<file path="config.mk">
export PLATFORM = sky130hd
export DESIGN_NAME = irq_cause_ctrl
export DESIGN_NICKNAME = d
export VERILOG_FILES = /design/src/rtl/irq_cause_pkg.sv /design/src/rtl/irq_reg_decode.sv /design/src/rtl/irq_cfg_regs.sv /design/src/rtl/irq_cause_bank.sv /design/src/rtl/irq_read_mux.sv /design/src/rtl/irq_cause_ctrl.sv
export SDC_FILE = /design/constraint.sdc
export NUM_CORES = 1
export LEC_CHECK = 0
export BUFFER_PORTS_ARGS = -buffer_cell sky130_fd_sc_hd__buf_4
export CORE_MARGIN = 3
export CORE_UTILIZATION = 60
export DETAILED_ROUTE_END_ITERATION = 12
export HOLD_SLACK_MARGIN = 0.12
export PLACE_DENSITY = 0.83
export SYNTH_ARGS = -nofsm -noshare
export SYNTH_HDL_FRONTEND = slang
export SYNTH_HIERARCHICAL = 1
export SYNTH_SLANG_ARGS = --single-unit
</file>
<file path="constraint.sdc">
create_clock -name clk -period 2.7 [get_ports clk]
set_clock_uncertainty 0.05 [all_clocks]
set_input_delay 0.27 -clock clk [delete_from_list [all_inputs] [get_ports clk]]
set_output_delay 0.27 -clock clk [all_outputs]
set_load 0.05 [all_outputs]
</file>
<file path="src/rtl/irq_cause_pkg.sv">
package irq_cause_pkg;
  localparam int ADDR_W    = 3;
  localparam int REG_COUNT = 7;

  typedef enum logic [ADDR_W-1:0] {
    REG_CLRMODE  = 3'd0,
    REG_CAUSE    = 3'd1,
    REG_MCAUSE   = 3'd2,
    REG_FORCE    = 3'd3,
    REG_MASK     = 3'd4,
    REG_MASK_SET = 3'd5,
    REG_MASK_CLR = 3'd6,
    REG_NONE     = 3'd7
  } reg_sel_e;
endpackage

</file>
<file path="src/rtl/irq_reg_decode.sv">
module irq_reg_decode
  import irq_cause_pkg::*;
(
  input  logic                 wr_en,
  input  logic                 rd_en,
  input  logic [ADDR_W-1:0]    addr,
  output logic [REG_COUNT-1:0] wr_strb,
  output logic                 rd_cause,
  output logic                 rd_mcause
);
  // one write strobe per implemented word; word 7 decodes to nothing
  for (genvar g = 0; g < REG_COUNT; g++) begin : g_wr
    assign wr_strb[g] = wr_en && (addr == ADDR_W'(g));
  end

  assign rd_cause  = rd_en && (addr == REG_CAUSE);
  assign rd_mcause = rd_en && (addr == REG_MCAUSE);
endmodule

</file>
<file path="src/rtl/irq_cfg_regs.sv">
module irq_cfg_regs #(
  parameter int N_SRC = 32
) (
  input  logic             clk,
  input  logic             rst,
  input  logic             wr_clrmode,
  input  logic             wr_mask,
  input  logic             wr_mask_set,
  input  logic             wr_mask_clr,
  input  logic [N_SRC-1:0] wdata,
  output logic [N_SRC-1:0] clrmode_o,
  output logic [N_SRC-1:0] mask_o
);
  logic [N_SRC-1:0] clrmode_q;
  logic [N_SRC-1:0] mask_q;
  logic [N_SRC-1:0] mask_d;

  always_ff @(posedge clk) begin
    if (rst) clrmode_q <= '0;
    else if (wr_clrmode) clrmode_q <= wdata;
  end

  always_comb begin
    mask_d = mask_q;
    if (wr_mask)     mask_d = wdata;
    if (wr_mask_set) mask_d = mask_q | wdata;
    if (wr_mask_clr) mask_d = mask_q & ~wdata;
  end

  always_ff @(posedge clk) begin
    if (rst) mask_q <= '1;
    else     mask_q <= mask_d;
  end

  assign clrmode_o = clrmode_q;
  assign mask_o    = mask_q;
endmodule

</file>
<file path="src/rtl/irq_cause_bank.sv">
module irq_cause_bank #(
  parameter int N_SRC = 32
) (
  input  logic             clk,
  input  logic             rst,
  input  logic [N_SRC-1:0] event_i,
  input  logic             wr_force,
  input  logic             wr_retire,
  input  logic             rd_cause,
  input  logic             rd_mcause,
  input  logic [N_SRC-1:0] wdata,
  input  logic [N_SRC-1:0] clrmode,
  input  logic [N_SRC-1:0] mask,
  output logic [N_SRC-1:0] cause_o
);
  logic [N_SRC-1:0] cause_q;

  for (genvar b = 0; b < N_SRC; b++) begin : g_bit
    logic set_b;
    logic clr_b;
    // software force and hardware events share the set path
    assign set_b = event_i[b] | (wr_force & wdata[b]);
    // clear by write for mode 0, by completed read for mode 1
    assign clr_b = (wr_retire & wdata[b] & ~clrmode[b])
                 | (rd_cause & clrmode[b])
                 | (rd_mcause & clrmode[b] & ~mask[b]);

    always_ff @(posedge clk) begin
      if (rst)        cause_q[b] <= 1'b0;
      else if (set_b) cause_q[b] <= 1'b1;
      else if (clr_b) cause_q[b] <= 1'b0;
    end
  end

  assign cause_o = cause_q;
endmodule

</file>
<file path="src/rtl/irq_read_mux.sv">
module irq_read_mux
  import irq_cause_pkg::*;
#(
  parameter int N_SRC = 32
) (
  input  logic              clk,
  input  logic              rst,
  input  logic              rd_en,
  input  logic [ADDR_W-1:0] addr,
  input  logic [N_SRC-1:0]  clrmode,
  input  logic [N_SRC-1:0]  cause,
  input  logic [N_SRC-1:0]  mask,
  output logic [N_SRC-1:0]  rdata_o
);
  logic [N_SRC-1:0] sel_d;
  logic [N_SRC-1:0] rdata_q;

  always_comb begin
    case (reg_sel_e'(addr))
      REG_CLRMODE: sel_d = clrmode;
      REG_CAUSE:   sel_d = cause;
      REG_MCAUSE:  sel_d = cause & ~mask;
      REG_MASK:    sel_d = mask;
      default:     sel_d = '0;
    endcase
  end

  always_ff @(posedge clk) begin
    if (rst)        rdata_q <= '0;
    else if (rd_en) rdata_q <= sel_d;
  end

  assign rdata_o = rdata_q;
endmodule

</file>
<file path="src/rtl/irq_cause_ctrl.sv">
module irq_cause_ctrl
  import irq_cause_pkg::*;
#(
  parameter int N_SRC = 32
) (
  input  logic              clk,
  input  logic              rst,
  input  logic              wr_en,
  input  logic              rd_en,
  input  logic [ADDR_W-1:0] addr,
  input  logic [N_SRC-1:0]  wdata,
  output logic [N_SRC-1:0]  rdata,
  input  logic [N_SRC-1:0]  event_i,
  output logic              irq_o
);
  logic [REG_COUNT-1:0] wr_strb;
  logic                 rd_cause;
  logic                 rd_mcause;
  logic [N_SRC-1:0]     clrmode_q;
  logic [N_SRC-1:0]     mask_q;
  logic [N_SRC-1:0]     cause_q;
  logic                 irq_q;

  irq_reg_decode u_dec (
    .wr_en     (wr_en),
    .rd_en     (rd_en),
    .addr      (addr),
    .wr_strb   (wr_strb),
    .rd_cause  (rd_cause),
    .rd_mcause (rd_mcause)
  );

  irq_cfg_regs #(.N_SRC(N_SRC)) u_cfg (
    .clk         (clk),
    .rst         (rst),
    .wr_clrmode  (wr_strb[REG_CLRMODE]),
    .wr_mask     (wr_strb[REG_MASK]),
    .wr_mask_set (wr_strb[REG_MASK_SET]),
    .wr_mask_clr (wr_strb[REG_MASK_CLR]),
    .wdata       (wdata),
    .clrmode_o   (clrmode_q),
    .mask_o      (mask_q)
  );

  irq_cause_bank #(.N_SRC(N_SRC)) u_cause (
    .clk       (clk),
    .rst       (rst),
    .event_i   (event_i),
    .wr_force  (wr_strb[REG_FORCE]),
    .wr_retire (wr_strb[REG_CAUSE] | wr_strb[REG_MCAUSE]),
    .rd_cause  (rd_cause),
    .rd_mcause (rd_mcause),
    .wdata     (wdata),
    .clrmode   (clrmode_q),
    .mask      (mask_q),
    .cause_o   (cause_q)
  );

  irq_read_mux #(.N_SRC(N_SRC)) u_rd (
    .clk     (clk),
    .rst     (rst),
    .rd_en   (rd_en),
    .addr    (addr),
    .clrmode (clrmode_q),
    .cause   (cause_q),
    .mask    (mask_q),
    .rdata_o (rdata)
  );

  always_ff @(posedge clk) begin
    if (rst) irq_q <= 1'b0;
    else     irq_q <= |(cause_q & ~mask_q);
  end

  assign irq_o = irq_q;
endmodule

</file>
Word level (Yosys, flattened, before mapping)
Index checks and enable logic that the tools add are counted. Widths: inputs -> output; s select.

Flip-flop bits (word level): 129. Bits in latches: 0. Bits in writable memories: 0. ROM bits: 0. Bits of input ports: 71. Output and inout port bits: 33. Word-level logic and storage cells: 512. Memories kept: 0.

Add/sub/neg operators: 0. $mul: 0. Divide/modulo/power cells: 0. $lt $le $gt $ge: 0. Equal/unequal tests: 6. Shift operators: 0. Multiplexer cells: 68. Bitwise logic cells: 358. Reduce and logical (&&, ||, !) cells: 44.

Operator list (number): $and 1x1->1 (192); $pmux 32 s4 (1); $or 1x1->1 (97); $mux 32 (3); $and 32x32->32 (2); $mux 1 (64); $not 1->1 (64); $not 32->32 (2); $reduce_bool 2->1 (32); $or 32x32->32 (1); $reduce_or 32->1 (1); $eq 3x3->1 const B (3); $logic_and 1x1->1 (9); $eq 3x2->1 const B (2); $eq 3x1->1 const B (1); $logic_not 3->1 (1); $reduce_bool 3->1 (1).

Logic depth before layout (Yosys ltp)
Depth after elaboration: 9. Gate-level depth with buffers: 7. Depth with buffers taken out: 5.

Cells and area by module
The synthesis kept the hierarchy.

By module, submodules not included: irq_cfg_regs (instances 1, cells each 280, area an instance 2558.7 um^2, seq. area each 1281.2 um^2); irq_read_mux (instances 1, cells each 326, area an instance 2549.9 um^2, seq. area each 640.6 um^2); irq_cause_bank (instances 1, cells each 275, area an instance 2254.7 um^2, seq. area each 640.6 um^2); irq_cause_ctrl (instances 1, cells each 55, area an instance 280.3 um^2, seq. area each 20.0 um^2); irq_reg_decode (instances 1, cells each 9, area an instance 111.4 um^2, seq. area each 0.0 um^2).

Worst setup path before layout
Ideal clock, no wire load.

Path kind: in2reg. Start: input port addr[1]. End: register u_cfg.mask_q[24], in the netlist u_cfg/mask_o[24]. Library setup time: 119 ps. Arrival time: 1381 ps. Data required time: 2531 ps. Path slack: 1149 ps. Stages on the path: 6. Buffers on the path: 2. Cell sequence: and4b_2 > clkbuf_2 > or3b_4 > buf_6 > a21oi_2 > o21bai_1.

Longest elaborated chain between the ends: 4. Elaborated cells between the ends (all ways): 9. Those cells by class: eq/ne (3); mux (2); reduce/logical (4).

Ends and longest elaborated chain: from (decl) (RTL line irq_cause_ctrl.sv:10) `input logic [ADDR_W-1:0] addr,`; $eq 3x3->1 (RTL line irq_reg_decode.sv:13) `assign wr_strb[g] = wr_en && (addr == ADDR_W'(g));`; $logic_and 1x1->1 (RTL line irq_reg_decode.sv:13); $mux 32 (RTL line irq_cfg_regs.sv:26) `if (wr_mask_set) mask_d = mask_q | wdata;`; $mux 32 (RTL line irq_cfg_regs.sv:27) `if (wr_mask_clr) mask_d = mask_q & ~wdata;`; to (signal assigned) (RTL line irq_cfg_regs.sv:32) `else mask_q <= mask_d;`; to (decl) (RTL line irq_cfg_regs.sv:15) `logic [N_SRC-1:0] mask_q;`.

Parallel ways exist; a longest one is shown, timed or not. A chain may end at the register's enable or synchronous reset.

Worst setup path in the final report
Start: input port addr[1]. End: register u_cause.cause_q[24], in the netlist u_cause/cause_o[24].

Elaborated cells between the ends (all ways): 20. Those cells by class: eq/ne (3); mux (1); bitwise (10); reduce/logical (6).

RTL lines: $eq 3x2->1 * (RTL line irq_reg_decode.sv:13); $logic_and 1x1->1 * (RTL line irq_reg_decode.sv:13); net wr_strb[3] (RTL line irq_cause_ctrl.sv:16) `logic [REG_COUNT-1:0] wr_strb;`; $and 1x1->1 * (RTL line irq_cause_bank.sv:22) `assign set_b = event_i[b] | (wr_force & wdata[b]);`; $or 1x1->1 * (RTL line irq_cause_bank.sv:22); $mux 1 / $reduce_bool 2->1 (equally long branches); to (signal, indexed assignment) (RTL line irq_cause_bank.sv:29) `if (rst) cause_q[b] <= 1'b0;`; to (signal, indexed assignment) (RTL line irq_cause_bank.sv:30) `else if (set_b) cause_q[b] <= 1'b1;`; to (signal, indexed assignment) (RTL line irq_cause_bank.sv:31) `else if (clr_b) cause_q[b] <= 1'b0;`; to (decl) (RTL line irq_cause_bank.sv:16) `logic [N_SRC-1:0] cause_q;`.

Mark *: on every way through the listed nets, which the timed path passes. The rest lies on a longest branch.

==> results.cfg <==
[finish]
finalCoreUtilization_pct = 80.7
num-nets-final = 1166
drive_gt1_share_pct = 17.8
postLayoutCellArea_um2 = 9940
antenna-diode-count = 0
synthToLayoutAreaGrowth_pct = 28.2

[worst_setup_path]
crit-reg2reg-launch = u_cfg/mask_o[25]
worst_ep_arrival_time_ns = 2.90
timing.reg2reg.worst_path_depth = 4
cp_data_required_time_ns = 3.03
timing_worst_setup_path_type = input port to flop
path_max_fanout = 51
critPathLaunchType = input port
rr_endpoint = u_cause/cause_o[25]
worstSetupEndpointType = flop
r2r_setup_slack_ns = 1.09

[job]
cap_violations = 0

[cts]
cts_tree = yes
cts_repair_resize_count = 0
cts.root.buffer_cell = clkbuf_16
clk_latency_worst_skew_pair_ns = 0.44
cts_made_buffers = 17
cts_buffer_depth = 2
worst_setup_hold_path_clk_slew_ns = 0.05
cts.sinks = 129
clock_tree.htree_level_count = 4

[detailed_routing]
wire_per_inst_um = 20.2
routed-via-count = 8071
remaining_drc_errors = 0
detail_route.first_pass.iterations = 6
detail_route.vias_per_cell = 6.33
ant_nets = 0
detail_route.iter0.violations = 1050
drt_wl_total_um = 25800

[power]
seq_power_share_pct = 41.1
total_power_w = 0.00517
power.static_leakage_nw = 3.96
p_int_w = 0.00377
pwr_density_cell_nw_per_um2 = 520
part_of_the_power_in_the_clock_network_pct = 42.2
sw_frac_of_total_pct = 27.1
p_switching_w = 0.00140
share_comb_of_total_power_pct = 16.7
vdd_drop_max_v = 0.000437

[timing]
rsz0062_at_grt = no
setup_slack_ns = 0.128
fin_setup_tns_ns = 0
period_needed_ns = 2.57
post-route-period-util_pct = 95.2
setup_viol_count_final = 0
max_freq_mhz = 389
report.final.slew_viol_count = 0
worst-slew-pin-transition_ns = 0.779
max_slew_margin_pct = 48.1
hold_viol = 0

[yosys]
yosys.area.top_type = dfxtp_1
synth.top_cells.by_count = dfxtp_1, a21oi_1, o21ai_1, nand2_1, nand2b_1
synth.area.top_cells = dfxtp_1, a21oi_1, o21ai_1
syn_nets = 1016
number_of_enable_type_register_cells_in_the_synthesized_netlist = 0
synth_seq_cells = 129
avgSynthCellArea_um2 = 8.21
synth_seq_area_share_pct = 33.3
syn_area_um2 = 7750
synthCells = 945
yosysTopAreaCellShare_pct = 33.3
asyncSetResetFlopFracSynth_pct = 0
synth.most_common_cell = dfxtp_1
yosysWarningCount = 6
ys.flop_type = dfxtp_1
count_of_distinct_cell_types_in_the_synthesized_netlist = 36

[placement]
port-buffer-count = 103
placedInstanceArea_um2 = 8520
hpwlAfterDp_um = 14200
pre_cts_slack_ns = 0.595
gp_routability_congestion = 0.835

[grt]
grt_start_max_net_pins = 81
grt_antenna_before_repair = 0
global_route.usage.total_pct = 35.8
grt_remaining_overflow = 0
via_count_of_the_first_global_routing_pass = 8053
grt_first_pass_wirelength_um = 40900

[die]
placeableCoreArea_um2 = 12300
core.rowCount = 40
floorplan.die.width_um = 120
dieArea_um2 = 14300
floorplan.initialDensity_pct = 63.0
y_dimension_of_the_die_um = 120
io_pins = 104

[hold_path]
holdCritPathClass = input port to flop
whs_path_depth = 3
hold_path_startpoint = rd_en
worst_hold_path_ep = u_rd/rdata_o[24]

[outcome]
run_status = finished clean
==> state kept, by name, summed over array words and instances (netlist names) <==
register / flops
u_cfg/mask_o: 32
u_rd/rdata_o: 32
u_cause/cause_o: 32
irq_o: 1
u_cfg/clrmode_o: 32
==> per-layer routing <==
metal	wire length (µm)	share of wire (%)	global-route usage [%]	vias to the layer above
li1	-	-	-	3651
met1	10100	39	43.2	3797
met2	12200	47	59.5	503
met3	2450	9.5	9.66	120
met4	1060	4.1	16.4	0
met5	0	0	0	-
==> worst max-delay path, cell delays in order <==
cell and delay [ns]:
buf_4 0.40, and4b_2 0.68, buf_12 0.23, a21oi_1 0.08, dlygate4sd3_1 0.57, o22ai_2 0.11, dlygate4sd3_1 0.55
==> power groups by stage <==
stage	sequential [W]	combinational (W)	clock, W
3_3_place_gp	0.00215	0.000708	0
4_1_cts	0.00212	0.000830	0.00217
2_1_floorplan	0.00216	0.000442	0
6_report	0.00212	0.000863	0.00218
3_5_place_dp	0.00215	0.000721	0
5_1_grt	0.00213	0.000913	0.00227
==> final cells by class <==
| class | instances | area (µm²) |
|---|---|---|
| Clock inverter | 6 | 55.1 |
| Tap cell | 168 | 210 |
| Timing Repair Buffer | 206 | 1840 |
| Multi-Input combinational cell | 709 | 4640 |
| Inverter | 32 | 120 |
| Clock buffer | 25 | 495 |
| Sequential cell | 129 | 2580 |
| Fill cell | 789 | 2370 |
==> cell families after synthesis <==
kind of cell | after synthesis | synth area share, %
mux | 33 | 4.26
simple gates | 306 | 25.1
compound gates | 370 | 30.3
buf+inv | 107 | 7.10
flops | 129 | 33.3
==> stage by stage <==
stage	hold slack, ns	cells
after floorplan	0.289	945
after detailed placement	0.411	1157
after global routing	0.340	1275
final	0.346	1275
after global placement	0.408	1157
after CTS	0.333	1275
==> cells in the final DEF (no fill, tap or decap), drive strengths merged <==
master	count
a21boi	1
nor3	1
mux2i	33
nor4	4
nor4bb	31
nor2	32
and4b	3
nand4bb	1
clkbuf	25
inv	32
a41oi	1
a21o	32
buf	119
dlygate4sd3	87
o21ai	96
nor4b	1
clkinv	5
o22ai	48
nor2b	64
a21oi	128
or2	3
or3b	1
o21bai	32
o21a	32
and4bb	5
bufinv	1
nand3b	32
nand2b	63
dfxtp	129
nor3b	1
nand2	64
==> worst max-delay path by stage <==
stage | startpoint | end | slack, ns | depth (start not counted)
2_1_floorplan | addr[1] | u_cfg/mask_o[24] | 1.15 | 6
3_3_place_gp | addr[2] | u_cfg/mask_o[0] | 0.64 | 5
3_5_place_dp | addr[2] | u_cfg/mask_o[31] | 0.59 | 5
4_1_cts | addr[1] | u_cause/cause_o[24] | 0.25 | 7
5_1_grt | addr[1] | u_cause/cause_o[24] | 0.06 | 7
6_report | addr[1] | u_cause/cause_o[24] | 0.13 | 7
==> timing repair <==
| action | CTS | global route |
|---|---|---|
| hold endpoints to repair | 94 | 0 |
| hold buffers | 87 | 0 |
| buffers inserted | 0 | 0 |
| setup endpoints to repair | 0 | 0 |
Note: power is estimated with default switching activity, not from simulation.
